===== src/rtl/pinbank_pkg.sv =====
package pinbank_pkg;
    localparam int PB_DW = 8;
    localparam int PB_AW = 3;

    typedef enum logic [PB_AW-1:0] {
        REG_PORT   = 3'd0,
        REG_DIR    = 3'd1,
        REG_ANALOG = 3'd2,
        REG_PULLEN = 3'd3,
        REG_CTRL   = 3'd4
    } pb_reg_e;
endpackage


===== src/rtl/pinbank_sync.sv =====
module pinbank_sync #(
    parameter int W      = 6,
    parameter int STAGES = 2
) (
    input  logic         clk,
    input  logic         rst_n,
    input  logic [W-1:0] d_async,
    output logic [W-1:0] q_sync
);
    logic [W-1:0] stage_q [STAGES];

    always_ff @(posedge clk or negedge rst_n) begin
        if (!rst_n) stage_q[0] <= '0;
        else        stage_q[0] <= d_async;
    end

    for (genvar s = 1; s < STAGES; s++) begin : g_stage
        always_ff @(posedge clk or negedge rst_n) begin
            if (!rst_n) stage_q[s] <= '0;
            else        stage_q[s] <= stage_q[s-1];
        end
    end

    assign q_sync = stage_q[STAGES-1];
endmodule


===== src/rtl/pinbank_pins.sv =====
module pinbank_pins #(
    parameter int NPINS      = 6,
    parameter int INONLY_PIN = 3,
    parameter int OSC_LO     = 4,
    parameter int OSC_HI     = 5
) (
    input  logic [NPINS-1:0] dir_q,
    input  logic [NPINS-1:0] pullen_q,
    input  logic [NPINS-1:0] latch_q,
    input  logic             pull_dis,
    input  logic             osc_xtal,
    input  logic             pin3_is_reset,
    output logic [NPINS-1:0] dir_eff,
    output logic [NPINS-1:0] pad_oe,
    output logic [NPINS-1:0] pad_out,
    output logic [NPINS-1:0] pad_pu
);
    for (genvar g = 0; g < NPINS; g++) begin : g_pin
        if (g == INONLY_PIN) begin : g_inonly
            assign dir_eff[g] = 1'b1;
            assign pad_pu[g]  = pin3_is_reset;
        end else if (g >= OSC_LO && g <= OSC_HI) begin : g_osc
            assign dir_eff[g] = dir_q[g] | osc_xtal;
            assign pad_pu[g]  = ~pull_dis & pullen_q[g] & dir_eff[g];
        end else begin : g_plain
            assign dir_eff[g] = dir_q[g];
            assign pad_pu[g]  = ~pull_dis & pullen_q[g] & dir_eff[g];
        end
        assign pad_oe[g]  = ~dir_eff[g];
        assign pad_out[g] = latch_q[g];
    end
endmodule


===== src/rtl/pinbank_regs.sv =====
module pinbank_regs
    import pinbank_pkg::*;
#(
    parameter int NPINS      = 6,
    parameter int DW         = 8,
    parameter int AW         = 3,
    parameter int INONLY_PIN = 3
) (
    input  logic             clk,
    input  logic             rst_n,
    input  logic [AW-1:0]    bus_addr,
    input  logic             bus_we,
    input  logic [DW-1:0]    bus_wdata,
    input  logic             bus_rd,
    output logic [DW-1:0]    bus_rdata,
    input  logic [NPINS-1:0] pins_sync,
    input  logic [NPINS-1:0] dir_eff,
    output logic [NPINS-1:0] dir_q,
    output logic [NPINS-1:0] analog_q,
    output logic [NPINS-1:0] pullen_q,
    output logic [NPINS-1:0] latch_q,
    output logic             pull_dis_q
);
    localparam logic [NPINS-1:0] PULLEN_IMPL = ~(NPINS'(1) << INONLY_PIN);

    logic [DW-1:0] rd_next;

    always_ff @(posedge clk or negedge rst_n) begin
        if (!rst_n) begin
            dir_q      <= '1;
            analog_q   <= '0;
            pullen_q   <= '1;
            latch_q    <= '0;
            pull_dis_q <= 1'b1;
        end else if (bus_we) begin
            unique case (pb_reg_e'(bus_addr))
                REG_PORT:   latch_q    <= bus_wdata[NPINS-1:0];
                REG_DIR:    dir_q      <= bus_wdata[NPINS-1:0];
                REG_ANALOG: analog_q   <= bus_wdata[NPINS-1:0];
                REG_PULLEN: pullen_q   <= bus_wdata[NPINS-1:0];
                REG_CTRL:   pull_dis_q <= bus_wdata[0];
                default: ;
            endcase
        end
    end

    always_comb begin
        rd_next = '0;
        unique case (pb_reg_e'(bus_addr))
            REG_PORT:   rd_next[NPINS-1:0] = pins_sync & ~analog_q;
            REG_DIR:    rd_next[NPINS-1:0] = dir_eff;
            REG_ANALOG: rd_next[NPINS-1:0] = analog_q;
            REG_PULLEN: rd_next[NPINS-1:0] = pullen_q & PULLEN_IMPL;
            REG_CTRL:   rd_next[0]         = pull_dis_q;
            default:    rd_next            = '0;
        endcase
    end

    always_ff @(posedge clk or negedge rst_n) begin
        if (!rst_n)      bus_rdata <= '0;
        else if (bus_rd) bus_rdata <= rd_next;
    end
endmodule


===== src/rtl/pinbank_ctrl.sv =====
module pinbank_ctrl
    import pinbank_pkg::*;
#(
    parameter int NPINS       = 6,
    parameter int DW          = PB_DW,
    parameter int AW          = PB_AW,
    parameter int SYNC_STAGES = 2,
    parameter int INONLY_PIN  = 3,
    parameter int OSC_LO      = 4,
    parameter int OSC_HI      = 5
) (
    input  logic             clk,
    input  logic             rst_n,
    input  logic [AW-1:0]    bus_addr,
    input  logic             bus_we,
    input  logic [DW-1:0]    bus_wdata,
    input  logic             bus_rd,
    output logic [DW-1:0]    bus_rdata,
    input  logic             osc_xtal,
    input  logic             pin3_is_reset,
    input  logic [NPINS-1:0] pad_in,
    output logic [NPINS-1:0] pad_oe,
    output logic [NPINS-1:0] pad_out,
    output logic [NPINS-1:0] pad_pu
);
    logic [NPINS-1:0] pins_sync;
    logic [NPINS-1:0] dir_q;
    logic [NPINS-1:0] analog_q;
    logic [NPINS-1:0] pullen_q;
    logic [NPINS-1:0] latch_q;
    logic [NPINS-1:0] dir_eff;
    logic             pull_dis_q;

    pinbank_sync #(.W(NPINS), .STAGES(SYNC_STAGES)) sync_i (
        .clk     (clk),
        .rst_n   (rst_n),
        .d_async (pad_in),
        .q_sync  (pins_sync)
    );

    pinbank_regs #(.NPINS(NPINS), .DW(DW), .AW(AW), .INONLY_PIN(INONLY_PIN)) regs_i (
        .clk        (clk),
        .rst_n      (rst_n),
        .bus_addr   (bus_addr),
        .bus_we     (bus_we),
        .bus_wdata  (bus_wdata),
        .bus_rd     (bus_rd),
        .bus_rdata  (bus_rdata),
        .pins_sync  (pins_sync),
        .dir_eff    (dir_eff),
        .dir_q      (dir_q),
        .analog_q   (analog_q),
        .pullen_q   (pullen_q),
        .latch_q    (latch_q),
        .pull_dis_q (pull_dis_q)
    );

    pinbank_pins #(.NPINS(NPINS), .INONLY_PIN(INONLY_PIN), .OSC_LO(OSC_LO), .OSC_HI(OSC_HI)) pins_i (
        .dir_q         (dir_q),
        .pullen_q      (pullen_q),
        .latch_q       (latch_q),
        .pull_dis      (pull_dis_q),
        .osc_xtal      (osc_xtal),
        .pin3_is_reset (pin3_is_reset),
        .dir_eff       (dir_eff),
        .pad_oe        (pad_oe),
        .pad_out       (pad_out),
        .pad_pu        (pad_pu)
    );
endmodule


===== config.mk =====
export PLATFORM = sky130hd
export DESIGN_NAME = pinbank_ctrl
export DESIGN_NICKNAME = d
export VERILOG_FILES = /design/src/rtl/pinbank_pkg.sv /design/src/rtl/pinbank_sync.sv /design/src/rtl/pinbank_pins.sv /design/src/rtl/pinbank_regs.sv /design/src/rtl/pinbank_ctrl.sv
export SDC_FILE = /design/constraint.sdc
export NUM_CORES = 1
export LEC_CHECK = 0
export CAP_MARGIN = 20
export CORE_MARGIN = 8
export CORE_UTILIZATION = 33
export CTS_CLUSTER_SIZE = 8
export DETAILED_ROUTE_END_ITERATION = 10
export GPL_TIMING_DRIVEN = 1
export SLEW_MARGIN = 20
export SYNTH_ARGS = -nofsm -noshare
export SYNTH_HDL_FRONTEND = slang
export SYNTH_SLANG_ARGS = --single-unit

===== constraint.sdc =====
create_clock -name clk -period 3.4 [get_ports clk]
set_input_delay 1.02 -clock clk [delete_from_list [all_inputs] [get_ports clk]]
set_output_delay 1.02 -clock clk [all_outputs]
set_load 0.05 [all_outputs]

# Yosys cells after proc, flatten, opt, wreduce, memory -nomap -nowiden
# Index checks and enable logic that the tools add are counted.
dict set report word_totals {
  latchBits 0
  mem_bits_ro 0
  n_memories 0
  ramBits 0
  regBits 43
}
dict set report classes {
  bitwise_logic 20
  reduce_logical 6
  magnitude_cmp 0
  eq_ne 4
  n_div 0
  multipliers 0
  mux 2
  shift 0
  n_addsub 0
}
# cell n
set op_table {}
lappend op_table {{$pmux W5 S4} 1}
lappend op_table {{$and A1 B1 Y1} 10}
lappend op_table {{$reduce_and A2 Y1} 5}
lappend op_table {{$and A6 B6 Y6} 1}
lappend op_table {{$eq A3 B2 Y1 const B} 2}
lappend op_table {{$not A1 Y1} 6}
lappend op_table {{$not A6 Y6} 1}
lappend op_table {{$pmux W1 S5} 1}
lappend op_table {{$eq A3 B1 Y1 const B} 1}
lappend op_table {{$eq A3 B3 Y1 const B} 1}
lappend op_table {{$logic_not A3 Y1} 1}
lappend op_table {{$or A1 B1 Y1} 2}

# Depth between registers and ports, before layout
# Gate-level depths: netlist (run 1).
dict set report logic_depth {
  ltp_word 3
  ltp_mapped 5
  mapped_depth_nobuf 4
}

# By module
# From an unflattened synthesis (run 1), not the netlist that was laid out.
dict set report unflattened {
  cells_unflattened 158
  hier_area_um2 1980.6
}
# mod cells_per_inst area_per_inst_um2 instances
set modules_own_cells {}
lappend modules_own_cells {pinbank_regs 111 1458.9 1}
lappend modules_own_cells {pinbank_sync 18 345.3 1}
lappend modules_own_cells {pinbank_pins 29 176.4 1}

# Worst setup path after synthesis (run 1)
# Ideal clock, no wire load.
dict set report synth_path {
  kind {input -> output}
  start {in osc_xtal}
  end {out pad_pu[4]}
  n_path_buf 0
  arrival_ns 2.446
  path_slack_ns -0.066
  path_stages 2
  cell_sequence {nor2_1 -> nor3b_1}
}
dict set report synth_via {
  elab_chain_len 2
}
# item line
set synth_lines {}
lappend synth_lines {{start: declaration} pinbank_ctrl.sv:19} ;# input logic osc_xtal,
lappend synth_lines {{$or A1 B1 Y1} pinbank_pins.sv:23} ;# assign dir_eff[g] = dir_q[g] | osc_xtal;
lappend synth_lines {{$and A1 B1 Y1} pinbank_pins.sv:24} ;# assign pad_pu[g] = ~pull_dis & pullen_q[g] & dir_eff[g];
lappend synth_lines {{end: declaration} pinbank_ctrl.sv:24} ;# output logic [NPINS-1:0] pad_pu
# No other way between the ends.

# Worst setup path in the final report (run 1)
dict set report layout_path {
  start {in osc_xtal}
  end {out pad_pu[5]}
}
# The elaborated chain is that of the path after synthesis.

==> flow_summary.ini, run 1 <==
[die]
core_um2 = 5075
die-area_um2 = 7822
rows = 26
fp.dieH_um = 88.44
start_util = 0.3412
top_level_ports = 49
fp.dieW_um = 88.44

[grt]
grt_max_degree = 42
grt_overflow = 0
track_usage = 0.1170
grt_pass1_vias = 1277
grt_pass1_wl_um = 6803
antenna_found_initial = 0

[route]
routed_wl_um = 4050
drt_iter0_drc = 55
drcViolationCount = 0
first_pass_iters = 4
vias_per_cell = 4.644
ant_nets = 0
route.vias.total = 1161
wl_per_cell_um = 16.20

[clock_tree]
numCtsBuffers = 5
cts-root-buf = clkbuf_8
clockBufferDepth = 2
tritoncts = done
clk_pin_slew_ns = 0.08
cts.sink_count = 41
post_cts_buffers = 0
post_cts_resized = 0
cts_hold_buf = 0
clk_latency_ns = 0.30
htree_levels = 2

[setup_path]
path_class = in -> out
r2r-start = regs_i.dir_q[4]
cp_slowest_stage_delay_ns = 0.48
rr_endpoint = regs_i.bus_rdata[4]
crit_family = buffers and inverters
crit_slowest_cell = clkdlybuf4s50_1
reg2reg_depth = 5
arrival_ns = 1.98
crit_buf_inv = 2
crit_chain = clkdlybuf4s50_1 -> nor2_1 -> nor3b_2 -> buf_12
worstSetupStartpointType = primary input
crit_required_ns = 2.38
critical_path.max_fanout = 2
worst_setup_path_end_kind = output port
r2r_setup_slack_ns = 1.99

[hold_path]
holdCritStartpoint = sync_i.stage_q[9]
hold_end = sync_i.q_sync[3]
hold_depth = 0
hp-class = reg -> reg

[timing]
layout_min_cycle_time_ns = 3.004
slew_violations = 0
fmax_mhz = 332.9
hold_ws_ns = 0.3542
tns_ns = 0
clock_skew_ns = 0.008586
relSlewSlack = 0.3994
grt_setup_unrepaired = no
hold_viol = 0
finalCritPeriodShare = 0.8834
report.final.setup_viol = 0
worst_pin_slew_ns = 0.9009
fin_ws_ns = 0.3963

[logic_synthesis]
ys_seq_area_frac = 0.6004
ys_ff_latch = 41
ys_types = 30
syn_inst = 134
yosysWarnings = 0
synth_area_um2 = 1732
syn_area_per_cell_um2 = 12.92

[final_layout]
areaGrowthSynthToFinish_pct = 35.55
multiInputGateArea_um2 = 606.8
nFillCells = 511
drive_gt1_frac = 0.3056
final_nets = 202
post-route-util = 0.4625
regArea_um2 = 1040
n_antenna_cell = 0

[power]
p_leak_nw = 0.9694
pwr-share-comb = 0.305
pwr-share-clk = 0.263
internal-power_mw = 0.9917
switchingPower_mw = 0.4806
pwr-share-seq = 0.431
switching_share = 0.3264
pwr_density_cell_nw_per_um2 = 627.2
peakVddDrop_mv = 0.3350

[flow_run]
max_cap_violations = 0

[placement]
dpl.hpwl_um = 2977
io_buffers = 41
post-place-ws_ns = 0.3878
gp_congestion = 0.7585

[outcome]
run_status = complete, no violations
==> cells in the final DEF (no fill, tap or decap), types with 2 or more instances in the layout <==
cell type	instances
buf_12	4
dfstp_2	11
clkbuf_8	5
a21oi_1	2
buf_4	4
mux2_4	2
nor3b_2	2
nand3_1	3
nor2_1	15
clkdlybuf4s50_1	36
o21ai_0	7
mux2_2	18
a221o_1	4
a32o_1	4
nand2_1	6
inv_1	6
dfrtp_1	30
conb_1	3
==> layer usage <==
metal,global-route usage,part of all wire,vias to the layer above
met5,0,0,-
met4,0.05376,0.017,0
met3,0.04364,0.066,8
met2,0.1840,0.48,33
met1,0.1383,0.44,565
li1,-,-,555
==> Yosys cell counts <==
cell type	count	area share
dfrtp_1	30	0.43
mux2_2	18	0.12
nor2_1	15	0.033
dfstp_2	11	0.17
o21ai_0	7	0.020
inv_1	6	0.013
nand2_1	6	0.013
buf_4	5	0.022
a221o_1	4	0.023
a32o_1	4	0.023
buf_6	3	0.020
nand3_1	3	0.0087
nor3b_1	3	0.013
a21oi_1	2	0.0058
mux2_4	2	0.017
a22o_1	1	0.0051
a31o_2	1	0.0051
and2_1	1	0.0036
and3_4	1	0.0065
buf_2	1	0.0029
conb_1	1	0.0022
inv_2	1	0.0022
mux2i_1	1	0.0058
nand2b_1	1	0.0036
nor2b_2	1	0.0051
nor3_1	1	0.0029
nor3b_4	1	0.011
o211ai_1	1	0.0043
o221a_2	1	0.0065
o311ai_0	1	0.0051
==> worst reg2reg max path: cells and delay by family (launching register included) <==
family | cells | cell delay (ns)
flops | 1 | 0.37
simple gates | 1 | 0.14
buf+inv | 2 | 0.21
compound gates | 2 | 0.58
==> stage by stage <==
stage,instances,instance area [um^2],power [mW]
4_1_cts,250,2347,1.494
5_1_grt,250,2347,1.550
3_5_place_dp,242,2236,1.099
2_1_floorplan,136,1749,0.9182
6_report,250,2347,1.472
3_3_place_gp,242,2236,1.087
==> power groups by stage <==
stage                     clock network (mW)  registers, mW  logic (mW)
after global routing                   0.426          0.647       0.477
after floorplan                            0          0.713       0.205
after detailed placement                   0          0.645       0.454
final                                  0.388          0.635       0.450
after CTS                              0.402          0.637       0.456
after global placement                     0          0.641       0.446
==> registers in the layout, indices dropped and copies added, names as in the netlist <==
register and cells:
regs_i.analog_q 6, regs_i.bus_rdata 6, regs_i.latch_q 6, sync_i.q_sync 6, sync_i.stage_q 6, regs_i.dir_q 5
regs_i.pullen_q 5, regs_i.pull_dis_q 1
==> area by class of cell <==
class                           count  area share
Multi-Input combinational cell     79      0.2585
Clock buffer                        6     0.03092
Clock inverter                      2     0.01652
Sequential cell                    41      0.4430
Tap cell                           70     0.03731
Timing Repair Buffer               45      0.2026
Inverter                            7     0.01119
==> kinds of logic (layout without fill, tap and decap cells) <==
logic type / after synthesis / count (layout) / share of synthesized area
compound gates: 22 / 22 / 0.09827
other cells: 1 / 3 / 0.002166
buf+inv: 16 / 60 / 0.05924
simple gates: 33 / 33 / 0.09971
flops: 41 / 41 / 0.6004
mux: 21 / 21 / 0.1402
==> how the worst max path moves through the flow <==
stage	endpoint	start	cells after the start	slack [ns]
6_report	pad_pu[5]	osc_xtal	4	0.40
5_1_grt	pad_pu[4]	osc_xtal	4	0.35
4_1_cts	pad_pu[4]	osc_xtal	4	0.39
3_5_place_dp	pad_pu[5]	osc_xtal	4	0.39
3_3_place_gp	pad_pu[4]	osc_xtal	4	0.40
2_1_floorplan	pad_pu[4]	osc_xtal	2	0.29
Power figures use the tool's default switching activity.
==> inputs of run 2 (changes only) <==
--- a/config.mk
+++ b/config.mk
@@ -10,6 +10,8 @@
 export CORE_UTILIZATION = 33
 export CTS_CLUSTER_SIZE = 8
 export DETAILED_ROUTE_END_ITERATION = 10
+export DONT_BUFFER_PORTS = 1
+export GPL_ROUTABILITY_DRIVEN = 0
 export GPL_TIMING_DRIVEN = 1
 export SLEW_MARGIN = 20
 export SYNTH_ARGS = -nofsm -noshare
==> run 2 against run 1 <==
  * Combinational power fell by 50%
  * Register-to-register slack got worse by 0.11 ns
  * Power decreased by 15%
  * Final cell count is 15% lower
  * Critical path depth unchanged
  * Hold slack worse by 0.0038 ns
  * Clock power shrank 22%
  * Routed wire length fell by 5.9%
  * Worst setup slack better by 0.38 ns
  * Utilization down 8.9 points
  * Non-clock buffer count down 38
  * Clock skew fell by 0.0036 ns
  * Highest routed layer unchanged
==> flow_summary.ini, run 2 (synthesis results as in run 1) <==
[setup_path]
worstSetupStartpointType = primary input
cp_slowest_stage_delay_ns = 0.22
r2r_setup_slack_ns = 1.88
crit_chain = nor2_1 -> buf_4 -> nor3b_2 -> buf_4
crit_slowest_cell = buf_4
worst_setup_path_end_kind = output port
path_class = in -> out
cp_common_cell = buf_4
crit_buf_inv = 2
rr_endpoint = regs_i.bus_rdata[4]
crit_family = buffers and inverters
r2r-start = regs_i.dir_q[4]
reg2reg_depth = 5
crit_required_ns = 2.38
critical_path.max_fanout = 3
arrival_ns = 1.60

[hold_path]
hold_depth = 0
hold_end = sync_i.q_sync[3]
hp-class = reg -> reg
holdCritStartpoint = sync_i.stage_q[9]

[timing]
grt_setup_unrepaired = no
hold_ws_ns = 0.3504
report.final.setup_viol = 0
finalCritPeriodShare = 0.7719
slew_violations = 0
worst_pin_slew_ns = 0.5165
clock_skew_ns = 0.004995
fmax_mhz = 381.0
fin_ws_ns = 0.7756
tns_ns = 0
layout_min_cycle_time_ns = 2.624
hold_viol = 0
relSlewSlack = 0.6557

[final_layout]
nFillCells = 502
areaGrowthSynthToFinish_pct = 9.465
final_common_cell = dfrtp_1
n_antenna_cell = 0
multiInputGateArea_um2 = 606.8
final_nets = 164
regArea_um2 = 1040
mostFrequentLayoutCells = dfrtp_1, mux2_2, nor2_1, dfstp_2
drive_gt1_frac = 0.3732

[clock_tree]
tritoncts = done
cts.sink_count = 41
post_cts_resized = 0
cts_hold_buf = 0
post_cts_buffers = 0
clk_pin_slew_ns = 0.08
clk_latency_ns = 0.29
htree_levels = 2
clockBufferDepth = 2
numCtsBuffers = 5
cts-root-buf = clkbuf_8

[placement]
dpl.hpwl_um = 2708
io_buffers = 0
post-place-ws_ns = 0.7673

[route]
wl_per_cell_um = 17.99
route.vias.total = 1029
drt_iter0_drc = 100
vias_per_cell = 4.854
drcViolationCount = 0
ant_nets = 0
first_pass_iters = 4
routed_wl_um = 3813

[grt]
grt_overflow = 0
track_usage = 0.1011
grt_max_degree = 42
antenna_found_initial = 0
grt_pass1_vias = 1048
grt_pass1_wl_um = 5802

[power]
p_leak_nw = 0.7992
p_total_mw = 1.255
peakVddDrop_mv = 0.3683
pwr_density_cell_nw_per_um2 = 662.2

[die]
fp.dieH_um = 88.44
core_um2 = 5075
top_level_ports = 49
rows = 26
die-area_um2 = 7822
start_util = 0.3412
fp.dieW_um = 88.44

[flow_run]
max_cap_violations = 0

[outcome]
run_status = complete, no violations
[run 2: worst max path at each step]
stage	startpoint	endpoint	cells after the start
CTS	osc_xtal	pad_pu[5]	4
global placement	osc_xtal	pad_pu[5]	4
global route	osc_xtal	pad_pu[5]	4
finish	osc_xtal	pad_pu[5]	4
detailed placement	osc_xtal	pad_pu[5]	4
floorplan	osc_xtal	pad_pu[4]	2
[run 2: per-layer routing]
metal  up-vias  GRT usage  wire [um]
met5         -          0          0
met4         0    0.04147         63
met3         8    0.05478        413
met2        40     0.1602       1879
met1       506     0.1101       1457
li1        475          -          -
[run 2: where the power goes]
group / switching (mW) / internal, mW / total [mW]
combinational: 0.133 / 0.0919 / 0.225
clock: 0.162 / 0.142 / 0.304
sequential: 0.143 / 0.583 / 0.726
[run 2: cell type report]
class / count / share of cell area
well taps: 70 / 0.04620
clock inverters: 2 / 0.005281
inverters: 7 / 0.01386
repair buffers: 7 / 0.02772
clock buffers: 6 / 0.03828
multi-input cells: 79 / 0.3201
flip-flops and latches: 41 / 0.5485
[run 2: worst reg2reg max path, cell delays in order, from the launching register on]
cell	delay, ns
dfstp_2	0.38
nor2_1	0.14
buf_4	0.23
inv_1	0.07
a221o_1	0.34
a32o_1	0.24
[run 2: stage by stage]
stage	util	cells	area [um^2]
after floorplan	-	136	1749
after global placement	0.3572	204	1813
after detailed placement	0.3572	204	1813
after CTS	0.3735	212	1896
after global routing	0.3735	212	1896
final	0.3735	212	1896
==> inputs of run 3 (changes only) <==
==> constraint.sdc (replaced) <==
create_clock -name clk -period 2.2 [get_ports clk]
set_input_delay 0.66 -clock clk [delete_from_list [all_inputs] [get_ports clk]]
set_output_delay 0.66 -clock clk [all_outputs]
set_load 0.05 [all_outputs]
==> run 3 against run 2 <==
  * Hold slack worse by 0.29 ns
  * Clock skew increased by 0.0011 ns
  * Via count is 0.97% lower
  * Critical path depth is 1 lower
  * Sequential share of layout area is 0.36 points lower
  * Combinational power rose by 56%
  * Global-route usage fell by 0.18 points
  * Final cell count unchanged
  * Critical path type is now reg -> out
  * First-iteration DRC count decreased by 43%
  * Count of clock-buffer cells in the layout increased by 2
  * Critical endpoint is now pad_pu[4]
==> flow_summary.ini, run 3 (synthesis results as in run 1) <==
[route]
route.vias.total = 1019
drcViolationCount = 0
first_pass_iters = 4
routed_wl_um = 3632
drt_iter0_drc = 57
ant_nets = 0
wl_per_cell_um = 17.13
vias_per_cell = 4.807

[setup_path]
crit_required_ns = 1.54
path_class = reg -> out
rr_endpoint = regs_i.bus_rdata[5]
reg2reg_depth = 5
r2r-start = regs_i.dir_q[5]
r2r_setup_slack_ns = 0.74
worst_setup_path_end_kind = output port
arrival_ns = 1.27
critical_path.max_fanout = 3
crit_chain = nor2_2 -> nor3b_2 -> buf_4
crit_slowest_cell = dfstp_2
worstSetupStartpointType = register
cp_slowest_stage_delay_ns = 0.55

[grt]
grt_pass1_vias = 1091
grt_pass1_wl_um = 5692
grt_max_degree = 42
antenna_found_initial = 0
track_usage = 0.09928
grt_overflow = 0

[placement]
dpl.hpwl_um = 2719
io_buffers = 0
post-place-ws_ns = 0.4465

[die]
die-area_um2 = 7822
start_util = 0.3412
core_um2 = 5075
fp.dieH_um = 88.44
top_level_ports = 49
rows = 26
fp.dieW_um = 88.44

[final_layout]
regArea_um2 = 1040
mostFrequentLayoutCells = dfrtp_1, mux2_2, nor2_1, dfstp_2
drive_gt1_frac = 0.3803
final_nets = 164
areaGrowthSynthToFinish_pct = 10.19
post-route-util = 0.3760
final_common_cell = dfrtp_1
n_antenna_cell = 0
multiInputGateArea_um2 = 611.8
nFillCells = 516

[clock_tree]
post_cts_resized = 0
clk_pin_slew_ns = 0.07
tritoncts = done
numCtsBuffers = 5
htree_levels = 2
clk_latency_ns = 0.28
cts-root-buf = clkbuf_8
post_cts_buffers = 0
cts_hold_buf = 0
clockBufferDepth = 2
cts.sink_count = 41

[timing]
fmax_mhz = 519.0
hold_ws_ns = 0.06277
relSlewSlack = 0.6588
worst_pin_slew_ns = 0.5112
report.final.setup_viol = 0
layout_min_cycle_time_ns = 1.927
hold_viol = 0
clock_skew_ns = 0.006092
slew_violations = 0
fin_ws_ns = 0.2733
finalCritPeriodShare = 0.8758
grt_setup_unrepaired = no
tns_ns = 0

[outcome]
run_status = complete, no violations

[hold_path]
hp-class = in -> async

[power]
p_total_mw = 1.960
pwr_density_cell_nw_per_um2 = 1027
p_leak_nw = 0.7997
peakVddDrop_mv = 0.4786

[flow_run]
max_cap_violations = 0
run 3: power breakdown:
group          switching, mW  internal (mW)  total [mW]
clock network          0.234          0.256       0.489
logic                  0.207          0.143       0.350
registers              0.220          0.901        1.12
total                  0.661           1.30        1.96
run 3: worst max-delay path by stage:
stage / from / to
2_1_floorplan: osc_xtal / pad_pu[4]
3_3_place_gp: osc_xtal / pad_pu[4]
3_5_place_dp: bus_we / regs_i.dir_q[4]
4_1_cts: regs_i.dir_q[4] / pad_pu[4]
5_1_grt: regs_i.dir_q[4] / pad_pu[4]
6_report: regs_i.dir_q[4] / pad_pu[4]
run 3: metrics by stage:
stage | instance area (um^2) | cells
floorplan | 1754 | 136
global placement | 1818 | 204
detailed placement | 1818 | 204
CTS | 1908 | 212
global route | 1908 | 212
finish | 1908 | 212
run 3: routing by layer:
layer / vias up / GRT usage / share of wire
met3: 7 / 0.05478 / 0.091
met5: - / 0 / 0
met4: 0 / 0.03840 / 0.017
li1: 480 / - / -
met2: 29 / 0.1745 / 0.52
met1: 503 / 0.09434 / 0.37
run 3: cell type report:
cell class / instances / share of cell area
multi-input cells: 79 / 0.3207
clock buffers: 8 / 0.04721
well taps: 70 / 0.04590
flip-flops and latches: 41 / 0.5449
inverters: 7 / 0.01377
repair buffers: 7 / 0.02754
run 3: critical path: cells and delay by family (launching register included):
| family | cells | cell delay [ns] |
|---|---|---|
| buf+inv | 1 | 0.22 |
| flops | 1 | 0.55 |
| simple gates | 2 | 0.21 |
